**config.mk**
```make
export PLATFORM = sky130hd
export DESIGN_NAME = dpa_collide_arb
export DESIGN_NICKNAME = d
export VERILOG_FILES = /design/src/rtl/dpa_pkg.sv /design/src/rtl/dpa_port_stage.sv /design/src/rtl/dpa_arb_core.sv /design/src/rtl/dpa_wr_gate.sv /design/src/rtl/dpa_collide_arb.sv
export SDC_FILE = /design/constraint.sdc
export NUM_CORES = 1
export LEC_CHECK = 0
export BUFFER_PORTS_ARGS = -buffer_cell sky130_fd_sc_hd__buf_4
export CAP_MARGIN = 40
export CORE_AREA = 2 2 60 68
export CTS_CLUSTER_DIAMETER = 40
export DETAILED_ROUTE_END_ITERATION = 10
export DIE_AREA = 0 0 62 70
export GPL_ROUTABILITY_DRIVEN = 0
export GPL_TIMING_DRIVEN = 0
export PLACE_DENSITY = 0.7
export SLEW_MARGIN = 30
export SYNTH_ARGS = -nofsm -noshare
export SYNTH_HDL_FRONTEND = slang
export SYNTH_SLANG_ARGS = --single-unit
export TNS_END_PERCENT = 100
```
**constraint.sdc**
```tcl
create_clock -name clk -period 3.5 [get_ports clk]
set_input_delay 0.7 -clock clk [delete_from_list [all_inputs] [get_ports clk]]
set_output_delay 0.7 -clock clk [all_outputs]
set_load 0.01 [all_outputs]
```
**src/rtl/dpa_pkg.sv**
```systemverilog
package dpa_pkg;
   // who currently holds the contested word
   typedef enum logic [1:0] {
      OWN_NONE  = 2'd0,
      OWN_LEFT  = 2'd1,
      OWN_RIGHT = 2'd2
   } own_e;
endpackage

```
**src/rtl/dpa_port_stage.sv**
```systemverilog
// Input register of one port plus the one-cycle history used to tell
// whether the port was already sitting on its word before a match.
module dpa_port_stage #(
   parameter int AW = 8,
   parameter int NB = 2
) (
   input  logic          clk,
   input  logic          rst_n,
   input  logic          en_i,
   input  logic [AW-1:0] addr_i,
   input  logic          wr_i,
   input  logic [NB-1:0] be_i,
   input  logic          bin_n_i,
   output logic          en_o,
   output logic [AW-1:0] addr_o,
   output logic          wr_o,
   output logic [NB-1:0] be_o,
   output logic          bin_n_o,
   output logic          settled_o
);
   logic          en_hist;
   logic [AW-1:0] addr_hist;

   always_ff @(posedge clk or negedge rst_n) begin
      if (!rst_n) begin
         en_o      <= 1'b0;
         addr_o    <= '0;
         wr_o      <= 1'b0;
         be_o      <= '0;
         bin_n_o   <= 1'b1;
         en_hist   <= 1'b0;
         addr_hist <= '0;
      end else begin
         en_o      <= en_i;
         addr_o    <= addr_i;
         wr_o      <= wr_i;
         be_o      <= be_i;
         bin_n_o   <= bin_n_i;
         en_hist   <= en_o;
         addr_hist <= addr_o;
      end
   end

   // enabled on this same word one cycle earlier as well
   assign settled_o = en_o & en_hist & (addr_o == addr_hist);
endmodule

```
**src/rtl/dpa_arb_core.sv**
```systemverilog
// Collision detect and grant keeping; registered busy flags.
module dpa_arb_core #(
   parameter int AW = 8
) (
   input  logic          clk,
   input  logic          rst_n,
   input  logic          master_i,
   input  logic          l_en_i,
   input  logic [AW-1:0] l_addr_i,
   input  logic          l_settled_i,
   input  logic          r_en_i,
   input  logic [AW-1:0] r_addr_i,
   input  logic          r_settled_i,
   input  logic          l_bin_n_i,
   input  logic          r_bin_n_i,
   output logic          l_busy_n_o,
   output logic          r_busy_n_o,
   output logic [1:0]    inhibit_o
);
   import dpa_pkg::*;

   own_e owner_q, owner_nxt;
   logic hit;

   assign hit = l_en_i & r_en_i & (l_addr_i == r_addr_i);

   always_comb begin
      owner_nxt = owner_q;
      if (!hit)
         owner_nxt = OWN_NONE;
      else if (owner_q == OWN_NONE) begin
         if (r_settled_i && !l_settled_i) owner_nxt = OWN_RIGHT;
         else                             owner_nxt = OWN_LEFT;  // earlier left or tie
      end
   end

   always_ff @(posedge clk or negedge rst_n) begin
      if (!rst_n) begin
         owner_q    <= OWN_NONE;
         l_busy_n_o <= 1'b1;
         r_busy_n_o <= 1'b1;
      end else begin
         owner_q    <= owner_nxt;
         l_busy_n_o <= ~(master_i & (owner_nxt == OWN_RIGHT));
         r_busy_n_o <= ~(master_i & (owner_nxt == OWN_LEFT));
      end
   end

   // inhibit for the write gate, aligned with the busy flop inputs
   assign inhibit_o[0] = master_i ? (owner_nxt == OWN_RIGHT) : ~l_bin_n_i;
   assign inhibit_o[1] = master_i ? (owner_nxt == OWN_LEFT)  : ~r_bin_n_i;
endmodule

```
**src/rtl/dpa_wr_gate.sv**
```systemverilog
// Registered byte write mask toward the array, cut by the inhibit.
module dpa_wr_gate #(
   parameter int NB = 2
) (
   input  logic          clk,
   input  logic          rst_n,
   input  logic          en_i,
   input  logic          wr_i,
   input  logic [NB-1:0] be_i,
   input  logic          inhibit_i,
   output logic [NB-1:0] we_o
);
   always_ff @(posedge clk or negedge rst_n) begin
      if (!rst_n)                        we_o <= '0;
      else if (en_i & wr_i & ~inhibit_i) we_o <= be_i;
      else                               we_o <= '0;
   end
endmodule

```
**src/rtl/dpa_collide_arb.sv**
```systemverilog
module dpa_collide_arb #(
   parameter int AW = 8,
   parameter int NB = 2
) (
   input  logic          clk,
   input  logic          rst_n,
   input  logic          master_i,
   input  logic          l_en_i,
   input  logic [AW-1:0] l_addr_i,
   input  logic          l_wr_i,
   input  logic [NB-1:0] l_be_i,
   input  logic          r_en_i,
   input  logic [AW-1:0] r_addr_i,
   input  logic          r_wr_i,
   input  logic [NB-1:0] r_be_i,
   input  logic          l_busy_in_n_i,
   input  logic          r_busy_in_n_i,
   output logic          l_busy_n_o,
   output logic          r_busy_n_o,
   output logic [NB-1:0] l_we_o,
   output logic [NB-1:0] r_we_o
);
   localparam int NP = 2;   // index 0 = left, 1 = right

   if (AW < 1) begin : g_bad_aw
      $error("dpa_collide_arb: AW must be at least 1");
   end
   if (NB < 1) begin : g_bad_nb
      $error("dpa_collide_arb: NB must be at least 1");
   end

   logic [NP-1:0] en_in, wr_in, bin_in;
   logic [AW-1:0] addr_in [NP];
   logic [NB-1:0] be_in   [NP];
   logic [NP-1:0] en_q, wr_q, bin_q, settled;
   logic [AW-1:0] addr_q  [NP];
   logic [NB-1:0] be_q    [NP];
   logic [NB-1:0] we      [NP];
   logic [NP-1:0] inhibit;
   logic          master_q;

   assign en_in   = {r_en_i, l_en_i};
   assign wr_in   = {r_wr_i, l_wr_i};
   assign bin_in  = {r_busy_in_n_i, l_busy_in_n_i};
   assign addr_in[0] = l_addr_i;
   assign addr_in[1] = r_addr_i;
   assign be_in[0]   = l_be_i;
   assign be_in[1]   = r_be_i;

   always_ff @(posedge clk or negedge rst_n) begin
      if (!rst_n) master_q <= 1'b0;
      else        master_q <= master_i;
   end

   for (genvar p = 0; p < NP; p++) begin : g_port
      dpa_port_stage #(.AW(AW), .NB(NB)) u_stage (
         .clk       (clk),
         .rst_n     (rst_n),
         .en_i      (en_in[p]),
         .addr_i    (addr_in[p]),
         .wr_i      (wr_in[p]),
         .be_i      (be_in[p]),
         .bin_n_i   (bin_in[p]),
         .en_o      (en_q[p]),
         .addr_o    (addr_q[p]),
         .wr_o      (wr_q[p]),
         .be_o      (be_q[p]),
         .bin_n_o   (bin_q[p]),
         .settled_o (settled[p])
      );

      dpa_wr_gate #(.NB(NB)) u_gate (
         .clk       (clk),
         .rst_n     (rst_n),
         .en_i      (en_q[p]),
         .wr_i      (wr_q[p]),
         .be_i      (be_q[p]),
         .inhibit_i (inhibit[p]),
         .we_o      (we[p])
      );
   end

   dpa_arb_core #(.AW(AW)) u_core (
      .clk         (clk),
      .rst_n       (rst_n),
      .master_i    (master_q),
      .l_en_i      (en_q[0]),
      .l_addr_i    (addr_q[0]),
      .l_settled_i (settled[0]),
      .r_en_i      (en_q[1]),
      .r_addr_i    (addr_q[1]),
      .r_settled_i (settled[1]),
      .l_bin_n_i   (bin_q[0]),
      .r_bin_n_i   (bin_q[1]),
      .l_busy_n_o  (l_busy_n_o),
      .r_busy_n_o  (r_busy_n_o),
      .inhibit_o   (inhibit)
   );

   assign l_we_o = we[0];
   assign r_we_o = we[1];
endmodule

```
# Word level (Yosys, flattened, before mapping)
# Index checks and enable logic that the tools add are counted.
[totals] reg_bits=53 input_bits=29 wordCells=53
[classes] n_eq_ne=5 n_mux=7 bitwise=18 reduce_logical=3
[ops] cell="8-bit == test" count=3
[ops] cell="1-bit bitwise AND" count=12
[ops] cell="2-bit two-way mux" count=5
[ops] cell="1-bit inverter" count=6
[ops] cell="2-bit by 1-bit == test with 1-bit output (second input constant)" count=1
[ops] cell="2-bit == test (second input constant)" count=1
[ops] cell="2-bit logical NOT" count=1
[ops] cell="1-bit two-way mux" count=2
[ops] cell="1-bit logical AND" count=1
[ops] cell="1-bit logical NOT" count=1

# Depth between registers and ports, before layout
# Gate-level depths: netlist of the first run.
[logic_depth] ltp_word=12 mapped_depth=5 depth_no_buf=5

# Cells and area by module
# From an unflattened synthesis of the first run, not the netlist that was laid out.
[unflattened] hier_cells=109 area_unflattened_um2=1771.7
[by_module_without_submodules] module="dpa_port_stage" instances=2 cells_each=34 area_each_um2=648.1
[by_module_without_submodules] module="dpa_arb_core" instances=1 cells_each=32 area_each_um2=310.3
[by_module_without_submodules] module="dpa_wr_gate" instances=2 cells_each=4 area_each_um2=70.1
[by_module_without_submodules] module="dpa_collide_arb" instances=1 cells_each=1 area_each_um2=25.0

# Least setup slack after synthesis of the first run
# Ideal clock, no wire load.
[synth_path] path_type="reg2reg" start="register g_port[1].u_stage.addr_o[1]" end="register u_core.l_busy_n_o" setup_ps=94 arrival_time_ps=1468 required_ps=3406 path_slack_ps=1937 path_stages_with_launch=6 path_buffers=0 period_less_slack_ps=1563 cell_sequence="dfrtp_1 -> xor2_1 -> nor4_2 -> and3_1 -> a21oi_1 -> or4_1"
[synth_between] elab_chain_len=9 word_cells_on_any_way=11
[synth_lines] item="from (decl)" line_no="dpa_port_stage.sv:15" rtl="output logic [AW-1:0] addr_o,"
[synth_lines] item="from (signal assigned)" line_no="dpa_port_stage.sv:35" rtl="addr_o <= addr_i;"
[synth_lines] item="8-bit == test" line_no="dpa_port_stage.sv:45" rtl="assign settled_o = en_o & en_hist & (addr_o == addr_hist);"
[synth_lines] item="1-bit bitwise AND" line_no="dpa_port_stage.sv:45"
[synth_lines] item="1-bit logical AND" line_no="dpa_arb_core.sv:32" rtl="if (r_settled_i && !l_settled_i) owner_nxt = OWN_RIGHT;"
[synth_lines] item="2-bit two-way mux" line_no="dpa_arb_core.sv:32"
[synth_lines] item="2-bit two-way mux" line_no="dpa_arb_core.sv:31" rtl="else if (owner_q == OWN_NONE) begin"
[synth_lines] item="2-bit two-way mux *" line_no="dpa_arb_core.sv:29" rtl="if (!hit)"
[synth_lines] item="2-bit == test *" line_no="dpa_arb_core.sv:44" rtl="l_busy_n_o <= ~(master_i & (owner_nxt == OWN_RIGHT));"
[synth_lines] item="1-bit bitwise AND *" line_no="dpa_arb_core.sv:44"
[synth_lines] item="1-bit inverter *" line_no="dpa_arb_core.sv:44"
[synth_lines] item="to (signal assigned)" line_no="dpa_arb_core.sv:44"
[synth_lines] item="to (decl)" line_no="dpa_arb_core.sv:16" rtl="output logic l_busy_n_o,"
# Every way passes the cells marked *; elsewhere a longest branch is shown, timed or not.

# Final worst setup path of the first run
[layout_path] start="register g_port[0].u_stage.addr_o[7]" end="register g_port[1].u_gate.we_o[1]"
[layout_between] elab_chain_len=12 word_cells_on_any_way=14
[layout_lines] item="from (decl)" line_no="dpa_port_stage.sv:15"
[layout_lines] item="from (signal assigned)" line_no="dpa_port_stage.sv:35"
[layout_lines] item="8-bit == test" line_no="dpa_port_stage.sv:45"
[layout_lines] item="1-bit bitwise AND" line_no="dpa_port_stage.sv:45"
[layout_lines] item="1-bit logical NOT" line_no="dpa_arb_core.sv:32"
[layout_lines] item="1-bit logical AND" line_no="dpa_arb_core.sv:32"
[layout_lines] item="2-bit two-way mux" line_no="dpa_arb_core.sv:32"
[layout_lines] item="2-bit two-way mux" line_no="dpa_arb_core.sv:31"
[layout_lines] item="2-bit two-way mux *" line_no="dpa_arb_core.sv:29"
[layout_lines] item="2-bit by 1-bit == test with 1-bit output *" line_no="dpa_arb_core.sv:51" rtl="assign inhibit_o[1] = master_i ? (owner_nxt == OWN_LEFT) : ~r_bin_n_i;"
[layout_lines] item="1-bit two-way mux *" line_no="dpa_arb_core.sv:51"
[layout_lines] item="1-bit inverter *" line_no="dpa_wr_gate.sv:15" rtl="else if (en_i & wr_i & ~inhibit_i) we_o <= be_i;"
[layout_lines] item="1-bit bitwise AND *" line_no="dpa_wr_gate.sv:15"
[layout_lines] item="2-bit two-way mux *" line_no="dpa_wr_gate.sv:15"
[layout_lines] item="to (signal assigned)" line_no="dpa_wr_gate.sv:15"
[layout_lines] item="to (decl)" line_no="dpa_wr_gate.sv:11" rtl="output logic [NB-1:0] we_o"
# Marks and branches as above.

==> results.toml, run 1 <==
[global_route]
overflow = 0
grt_pass1_vias = 952
antenna_found_initial = 0
grt_max_degree = 54
grt_use_total_pct = 14.3
grt_pass1_wl_um = 4420

[floorplan]
io_pins = 35
die_w_um = 62
start_util_pct = 46.6
die_area_um2 = 4340
dieHeight_um = 70
coreArea_um2 = 3750
std_cell_rows = 24

[clocking]
postCtsResizedCells = 0
cts_setup_buffers = 0
ctsHoldBuffers = 0
clk_pin_slew_worst_paths_ns = 0.09
cts.path.max_buffers = 2
cts_tree = "built"
cts-root-buf = "clkbuf_8"
htree_num_levels = 2
numCtsBuffers = 5
cts_sinks = 53
clk_latency_ns = 0.30

[sta]
clock_skew_ns = 0.00245
layout_min_cycle_time_ns = 1.87
timing.slew.headroom_pct = 58.4
worst_pin_slew_ns = 0.624
hold_viol_final = 0
period_share_pct = 53.5
setup_viol = 0
setup_ws_ns = 1.63
rsz0062_at_grt = "no"
slew_violations = 0
max_freq_ghz = 0.534
setup-tns-final_ns = 0

[run_status]
status = "finished clean"

[routing]
wirelength_um = 2540
firstDrtPassIters = 4
ant_nets = 0
drc = 0
vias = 929
wire_per_inst_um = 12.3
first_iter_violations = 24
viasPerCell = 4.49

[setup_path]
path_cells = "xor2_1, nor4_1, nand3_1, a311oi_1, nor2_1"
crit_required_ns = 3.67
cp-end-kind = "flip-flop"
critPathBufInv = 0
worstPathMaxFanout = 4
critical-path-top-delay-family = "simple AND/OR/NAND/NOR gates"
max_stage_delay_ns = 0.51
startpoint_type = "flip-flop"
critPathKind = "flip-flop to flip-flop"
cp_data_arrival_time_ns = 2.05
cp_slowest_cell = "a311oi_1"

[cells_and_area]
layout_common_cells = "dfrtp_1 (49), buf_4 (34), xor2_1 (21)"
layout-drive-gt1-share_pct = 31.0
layout_commonest_cell = "dfrtp_1"
nets = 183
fillers = 312
insertedDiodeCount = 0
syn2layout_area_growth_pct = 26.0
design_area_um2 = 2200
seq_area_um2 = 1330
multi_input_area_um2 = 394

[synth]
yosys_warnings = 0
synth_seq_area_share_pct = 76.2
synth_cells = 113
synth_nets = 142
synth.avg_cell_area_um2 = 15.5
netlist_area_um2 = 1750
synthDistinctLibCells = 20
ys_ff_latch = 53

[power_and_ir_drop]
p_leak_uw = 0.00104
ir_worst_vdd_uv = 282
p_per_area_nw_per_um2 = 542
p_total_uw = 1190

[place]
io_buffer_count = 34
post-place-ws_ns = 1.62
dpl.hpwl_um = 1810
postPlaceCellArea_um2 = 2070

[min_path]
hold_class = "primary input to asynchronous set/reset pin"

[flow_run]
cap_violations = 0
## power breakdown
part	internal (uW)	switching, uW	total (uW)
combinational	37.6	28.8	66.4
clock	284	183	467
sequential	641	18.7	660
total	962	231	1190
## cells in the mapped netlist
cell | instances | area share, %
dfrtp_1 | 49 | 70
xor2_1 | 21 | 11
inv_1 | 6 | 1.3
and3_1 | 4 | 1.4
dfstp_2 | 4 | 6.0
nor2_1 | 4 | 0.86
nand2_1 | 3 | 0.64
nand3_1 | 3 | 0.86
nor3_1 | 3 | 0.86
xnor2_1 | 3 | 1.5
a211oi_1 | 2 | 0.86
a21oi_1 | 2 | 0.57
nor4_1 | 2 | 0.72
a22o_1 | 1 | 0.50
a311oi_1 | 1 | 0.50
and4_2 | 1 | 0.57
nor4_2 | 1 | 0.72
o211a_1 | 1 | 0.57
o211ai_1 | 1 | 0.43
or4_1 | 1 | 0.43
## final timing paths
| kind | from | cells after the start | slack [ns] | end |
|---|---|---|---|---|
| setup / recovery | g_port[0].u_stage.addr_o[7]$_DFF_PN0_ | 5 | 1.63 | g_port[1].u_gate.we_o[1]$_DFF_PN0_ |
| hold / removal | rst_n | 1 | 0.41 | g_port[0].u_gate.we_o[1]$_DFF_PN0_ |
| setup reg to reg | g_port[0].u_stage.addr_o[7]$_DFF_PN0_ | 5 | 1.63 | g_port[1].u_gate.we_o[1]$_DFF_PN0_ |
| hold reg to reg | g_port[1].u_stage.en_o$_DFF_PN0_ | 0 | 0.43 | g_port[1].u_stage.en_hist$_DFF_PN0_ |
| max in group asynchronous | rst_n | 1 | 2.67 | g_port[1].u_stage.addr_hist[0]$_DFF_PN0_ |
| min in group clk | g_port[1].u_stage.en_o$_DFF_PN0_ | 0 | 0.43 | g_port[1].u_stage.en_hist$_DFF_PN0_ |
## logic make-up (layout without fill, tap and decap cells)
family / after synthesis / in the layout / share of synthesized area [%]
DFF: 53 / 53 / 76.2
xor gates and xnor gates: 24 / 24 / 12.0
and+or+nand+nor: 22 / 22 / 7.09
AOI/OAI and AO/OA: 8 / 8 / 3.44
buffers and inverters: 6 / 48 / 1.29
## metal layers
layer  global-route usage (%)  share of wire [%]  vias to the layer above
met1                     18.0                 40                      451
met4                     7.80                2.8                        0
met3                     3.89                5.2                        6
li1                         -                  -                      452
met2                     21.6                 51                       20
met5                        0                  0                        -
## through the flow
stage	hold slack, ns	cells	utilization, %
floorplan	0.379	113	-
global placement	0.409	199	55.1
detailed placement	0.415	199	55.1
CTS	0.431	207	58.7
global route	0.447	207	58.7
finish	0.406	207	58.7
## area by class of cell
class                   instances  share of cell area (%)
clock buffers                   5                    3.13
clock inverters                 3                    2.95
inverters                       6                    1.02
multi-input cells              54                    17.9
flip-flops and latches         53                    60.5
well taps                      52                    2.95
repair buffers                 34                    11.6
## sequential cells by signal (all words and copies together), names as in the netlist
name and flops:
u_core.l_busy_n_o 1, g_port.u_stage.be_o 4, g_port.u_stage.bin_n_o 2, g_port.u_gate.we_o 4, u_core.r_busy_n_o 1, g_port.u_stage.addr_hist 16
g_port.u_stage.en_o 2, g_port.u_stage.en_hist 2, u_core.owner_q 2, g_port.u_stage.addr_o 16, g_port.u_stage.wr_o 2, master_q 1
Power figures use the tool's default switching activity.
==> run 2, diff against run 1 <==
clock period = 1.76 ns   (was 3.5 ns; I/O delays follow)
==> results.toml, run 2 (synthesized netlist as in run 1, its figures left out) <==
[power_and_ir_drop]
combPwrFrac_pct = 5.9
p_sw_share_pct = 19.7
ir_worst_vdd_uv = 561
switchingPower_uw = 470
p_int_uw = 1910
clkPwrFrac_pct = 39.1
p_per_area_nw_per_um2 = 1060
p_leak_uw = 0.00104
seqPwrFrac_pct = 55.0

[global_route]
grt_pass1_wl_um = 4430
grt_max_degree = 54
overflow = 0
antenna_found_initial = 0
grt_use_total_pct = 14.3
grt_pass1_vias = 957

[cells_and_area]
design_area_um2 = 2250
syn2layout_area_growth_pct = 28.6
insertedDiodeCount = 0
layout_common_cells = "dfrtp_1 (49), buf_4 (35), xor2_1 (21)"
layout_commonest_cell = "dfrtp_1"
reg.largest.list = "g_port.u_stage.addr_hist x16, g_port.u_stage.addr_o x16"
layout-drive-gt1-share_pct = 35.9
final_core_util_pct = 59.9
fillers = 314
nets = 184

[setup_path]
ff2ff_path_depth = 5
critPathBufInv = 0
startpoint_type = "flip-flop"
worstPathMaxFanout = 4
cp_data_arrival_time_ns = 1.95
critPathLaunch = "g_port[0].u_stage.addr_o[7]$_DFF_PN0_"
critPathKind = "flip-flop to flip-flop"
max_stage_delay_ns = 0.43
regToRegSetupSlack_ns = -0.008
cp_slowest_cell = "dfrtp_1"
timing.rr.end = "g_port[1].u_gate.we_o[1]$_DFF_PN0_"
worstSetupPathDepth = 5
critical-path-top-delay-family = "simple AND/OR/NAND/NOR gates"
crit_required_ns = 1.94
path_cells = "xor2_1, nor4_2, nand3_2, a311oi_2, nor2_1"
r2r-start = "g_port[0].u_stage.addr_o[7]$_DFF_PN0_"
crit_end = "g_port[1].u_gate.we_o[1]$_DFF_PN0_"
cp-end-kind = "flip-flop"

[sta]
period_share_pct = 100
layout_min_cycle_time_ns = 1.77
slew_violations = 0
worst_pin_slew_ns = 0.628
setup_viol = 1
hold_viol_final = 0
max_freq_ghz = 0.566
setup_ws_ns = -0.00825
timing.slew.headroom_pct = 58.1
clock_skew_ns = 0.00457
rsz0062_at_grt = "yes"

[clocking]
clk_latency_ns = 0.30
cts_sinks = 53
cts_tree = "built"
cts.path.max_buffers = 2
clk_pin_slew_worst_paths_ns = 0.09
numCtsBuffers = 5
cts-root-buf = "clkbuf_8"
ctsHoldBuffers = 0
htree_num_levels = 2

[routing]
firstDrtPassIters = 5
vias = 963
viasPerCell = 4.63
wire_per_inst_um = 12.8
wirelength_um = 2660
ant_nets = 0
drc = 0
first_iter_violations = 31

[flow_run]
cap_violations = 0

[run_status]
status = "complete, but fails checks"
violations = "negative setup slack"

[floorplan]
io_pins = 35
dieHeight_um = 70
die_w_um = 62
start_util_pct = 46.6
coreArea_um2 = 3750
die_area_um2 = 4340
std_cell_rows = 24

[place]
io_buffer_count = 34
postPlaceCellArea_um2 = 2070
dpl.hpwl_um = 1810

[min_path]
hold_class = "primary input to asynchronous set/reset pin"
run 2: metrics by stage:
stage	hold WS (ns)	TNS, ns	setup WS, ns	cells	power (uW)
after floorplan	0.0564	0	0.197	113	1380
after global placement	0.403	-0.149	-0.0787	199	1470
after detailed placement	0.412	-0.240	-0.117	199	1470
after CTS	0.0826	0	0.00476	207	2390
after global routing	0.0988	-0.285	-0.0902	208	2480
final	0.0567	-0.00825	-0.00825	208	2380
run 2: how the worst min path moves through the flow:
stage / endpoint / slack (ns) / depth (start not counted) / from
2_1_floorplan: g_port[0].u_gate.we_o[0]$_DFF_PN0_ / 0.06 / 0 / rst_n
3_3_place_gp: g_port[0].u_gate.we_o[1]$_DFF_PN0_ / 0.40 / 1 / rst_n
3_5_place_dp: g_port[0].u_gate.we_o[1]$_DFF_PN0_ / 0.41 / 1 / rst_n
4_1_cts: g_port[0].u_gate.we_o[1]$_DFF_PN0_ / 0.08 / 1 / rst_n
5_1_grt: g_port[0].u_stage.en_o$_DFF_PN0_ / 0.1 / 1 / rst_n
6_report: g_port[0].u_gate.we_o[1]$_DFF_PN0_ / 0.06 / 1 / rst_n
run 2: layout make-up:
type	instances	area [um2]	share of cell area, %
clock inverters	3	65.1	2.90
inverters	6	22.5	1.00
well taps	52	65.1	2.90
clock buffers	5	68.8	3.06
repair buffers	35	263	11.7
multi-input cells	54	432	19.2
flip-flops and latches	53	1330	59.2
run 2: power groups by stage:
stage	registers (uW)	clock network, uW	logic (uW)
6_report	1310	933	140
5_1_grt	1320	997	158
4_1_cts	1310	945	136
3_5_place_dp	1340	0	135
3_3_place_gp	1330	0	132
2_1_floorplan	1330	0	50.3
run 2: timing repair:
action,CTS,global route
gates cloned,0,0
pin swaps,2,4
setup buffers,0,1
resized for setup,1,6
endpoints found under the setup margin,3,6
run 2: routing by layer:
layer  global-route usage, %  vias up  part of all wire [%]
met5                       0        -                     0
met4                    7.80        0                   3.8
met3                    3.89       11                   5.5
met2                    21.8       28                    51
met1                    18.0      471                    39
li1                        -      453                     -
run 2: worst register-to-register path, stage by stage, from the launching register on:
cell and delay, ns:
dfrtp_1 0.43, xor2_1 0.17, nor4_2 0.40, nand3_2 0.17, a311oi_2 0.40, nor2_1 0.09
==> run 3, diff against run 2 <==
PLACE_DENSITY = 0.75   (was 0.7)
==> results.toml, run 3 (synthesized netlist as in run 1, its figures left out) <==
[power_and_ir_drop]
p_per_area_nw_per_um2 = 948
ir_worst_vdd_uv = 469
p_total_uw = 2090
p_leak_uw = 0.00102

[cells_and_area]
layout_commonest_cell = "dfrtp_1"
layout-drive-gt1-share_pct = 34.6
reg.largest.list = "g_port.u_stage.addr_hist x16, g_port.u_stage.addr_o x16"
layout_common_cells = "dfrtp_1 (49), buf_4 (35), xor2_1 (21)"
syn2layout_area_growth_pct = 26.1
layout.cells.non_filler = 208
insertedDiodeCount = 0
nets = 184

[setup_path]
timing.rr.end = "u_core.l_busy_n_o$_DFF_PN1_"
cp-end-kind = "flip-flop"
critPathKind = "flip-flop to flip-flop"
worstPathMaxFanout = 5
startpoint_type = "flip-flop"
cp_data_arrival_time_ns = 1.93
r2r-start = "g_port[1].u_stage.addr_o[4]$_DFF_PN0_"
regToRegSetupSlack_ns = 0.05
crit_required_ns = 1.98
ff2ff_path_depth = 4

[routing]
viasPerCell = 4.58
wirelength_um = 2640
wire_per_inst_um = 12.7
ant_nets = 0
first_iter_violations = 38
vias = 952
firstDrtPassIters = 3
drc = 0

[global_route]
grt_max_degree = 54
antenna_found_initial = 0
grt_use_total_pct = 13.6
grt_pass1_vias = 981
overflow = 0
grt_pass1_wl_um = 4270

[sta]
hold_viol_final = 0
slew_violations = 0
clock_skew_ns = 0.00636
period_share_pct = 97.2
worst_pin_slew_ns = 0.615
fin_hold_ws_ns = 0.0656
rsz0062_at_grt = "yes"
max_freq_ghz = 0.584
layout_min_cycle_time_ns = 1.71
timing.slew.headroom_pct = 59.0
setup_viol = 0

[floorplan]
die_area_um2 = 4340
io_pins = 35
start_util_pct = 46.6
coreArea_um2 = 3750
die_w_um = 62
dieHeight_um = 70
std_cell_rows = 24

[clocking]
cts.path.max_buffers = 2
cts_tree = "built"
clk_latency_ns = 0.30
clk_pin_slew_worst_paths_ns = 0.09
ctsHoldBuffers = 0
cts_sinks = 53
numCtsBuffers = 5
htree_num_levels = 2
cts-root-buf = "clkbuf_8"

[flow_run]
cap_violations = 0

[run_status]
status = "finished clean"

[place]
dp_cells = 199
io_buffer_count = 34
dpl.hpwl_um = 1820

[min_path]
hold_class = "primary input to asynchronous set/reset pin"
run 3: cell count changes in the layout (fill, tap and decap cells not counted), sizes merged:
cell and change:
bufinv -2, clkinv +1, clkbuf +1
run 3: repair_timing:
item	in CTS	in global routing
pin swaps	2	7
setup buffers	0	1
endpoints found under the hold margin	0	0
setup endpoints to repair	3	5
gates resized for setup	2	5
run 3: layout make-up:
class | count | area (um2)
clock buffer | 6 | 72.6
fill | 311 | 1550
tap | 52 | 65.1
timing repair buffer | 35 | 263
inverter | 6 | 22.5
multi-input combinational | 54 | 439
sequential | 53 | 1330
clock inverter | 2 | 10.0
run 3: worst max-delay path by stage:
stage	slack, ns	end	cells after the start	from
6_report	0.05	u_core.l_busy_n_o$_DFF_PN1_	4	g_port[1].u_stage.addr_o[4]$_DFF_PN0_
5_1_grt	-0.06	u_core.l_busy_n_o$_DFF_PN1_	5	g_port[1].u_stage.addr_o[7]$_DFF_PN0_
4_1_cts	0.001	u_core.l_busy_n_o$_DFF_PN1_	5	g_port[1].u_stage.addr_o[1]$_DFF_PN0_
3_5_place_dp	-0.11	g_port[1].u_gate.we_o[1]$_DFF_PN0_	5	g_port[0].u_stage.addr_o[2]$_DFF_PN0_
3_3_place_gp	-0.07	g_port[1].u_gate.we_o[1]$_DFF_PN0_	5	g_port[0].u_stage.addr_o[7]$_DFF_PN0_
2_1_floorplan	0.20	u_core.l_busy_n_o$_DFF_PN1_	5	g_port[1].u_stage.addr_o[1]$_DFF_PN0_
run 3: metrics by stage:
step                      utilization (%)  area, um2  setup WS, ns  setup TNS (ns)
after CTS                            57.6       2160       0.00117               0
final                                58.7       2200        0.0484               0
after detailed placement             55.1       2070        -0.111          -0.264
after global placement               55.1       2070       -0.0736          -0.137
after floorplan                         -       1750         0.197               0
after global routing                 58.7       2200       -0.0582         -0.0992
run 3: critical path, stage by stage, from the launching register on:
cell,delay [ns]
dfrtp_1,0.42
xor2_1,0.18
nor4_2,0.33
nand3_2,0.20
or4_1,0.50
run 3: power by group:
part | switching (uW) | total [uW] | internal [uW]
Sequential | 37.1 | 1310 | 1270
Clock | 361 | 637 | 276
Combinational | 62.8 | 139 | 76.5
Total | 461 | 2090 | 1630
run 3: metal layers:
layer / GRT usage, % / wire length [um] / vias up
li1: - / - / 453
met1: 17.2 / 1110 / 473
met2: 21.1 / 1370 / 21
met3: 4.44 / 104 / 5
met4: 5.67 / 52 / 0
met5: 0 / 0 / -
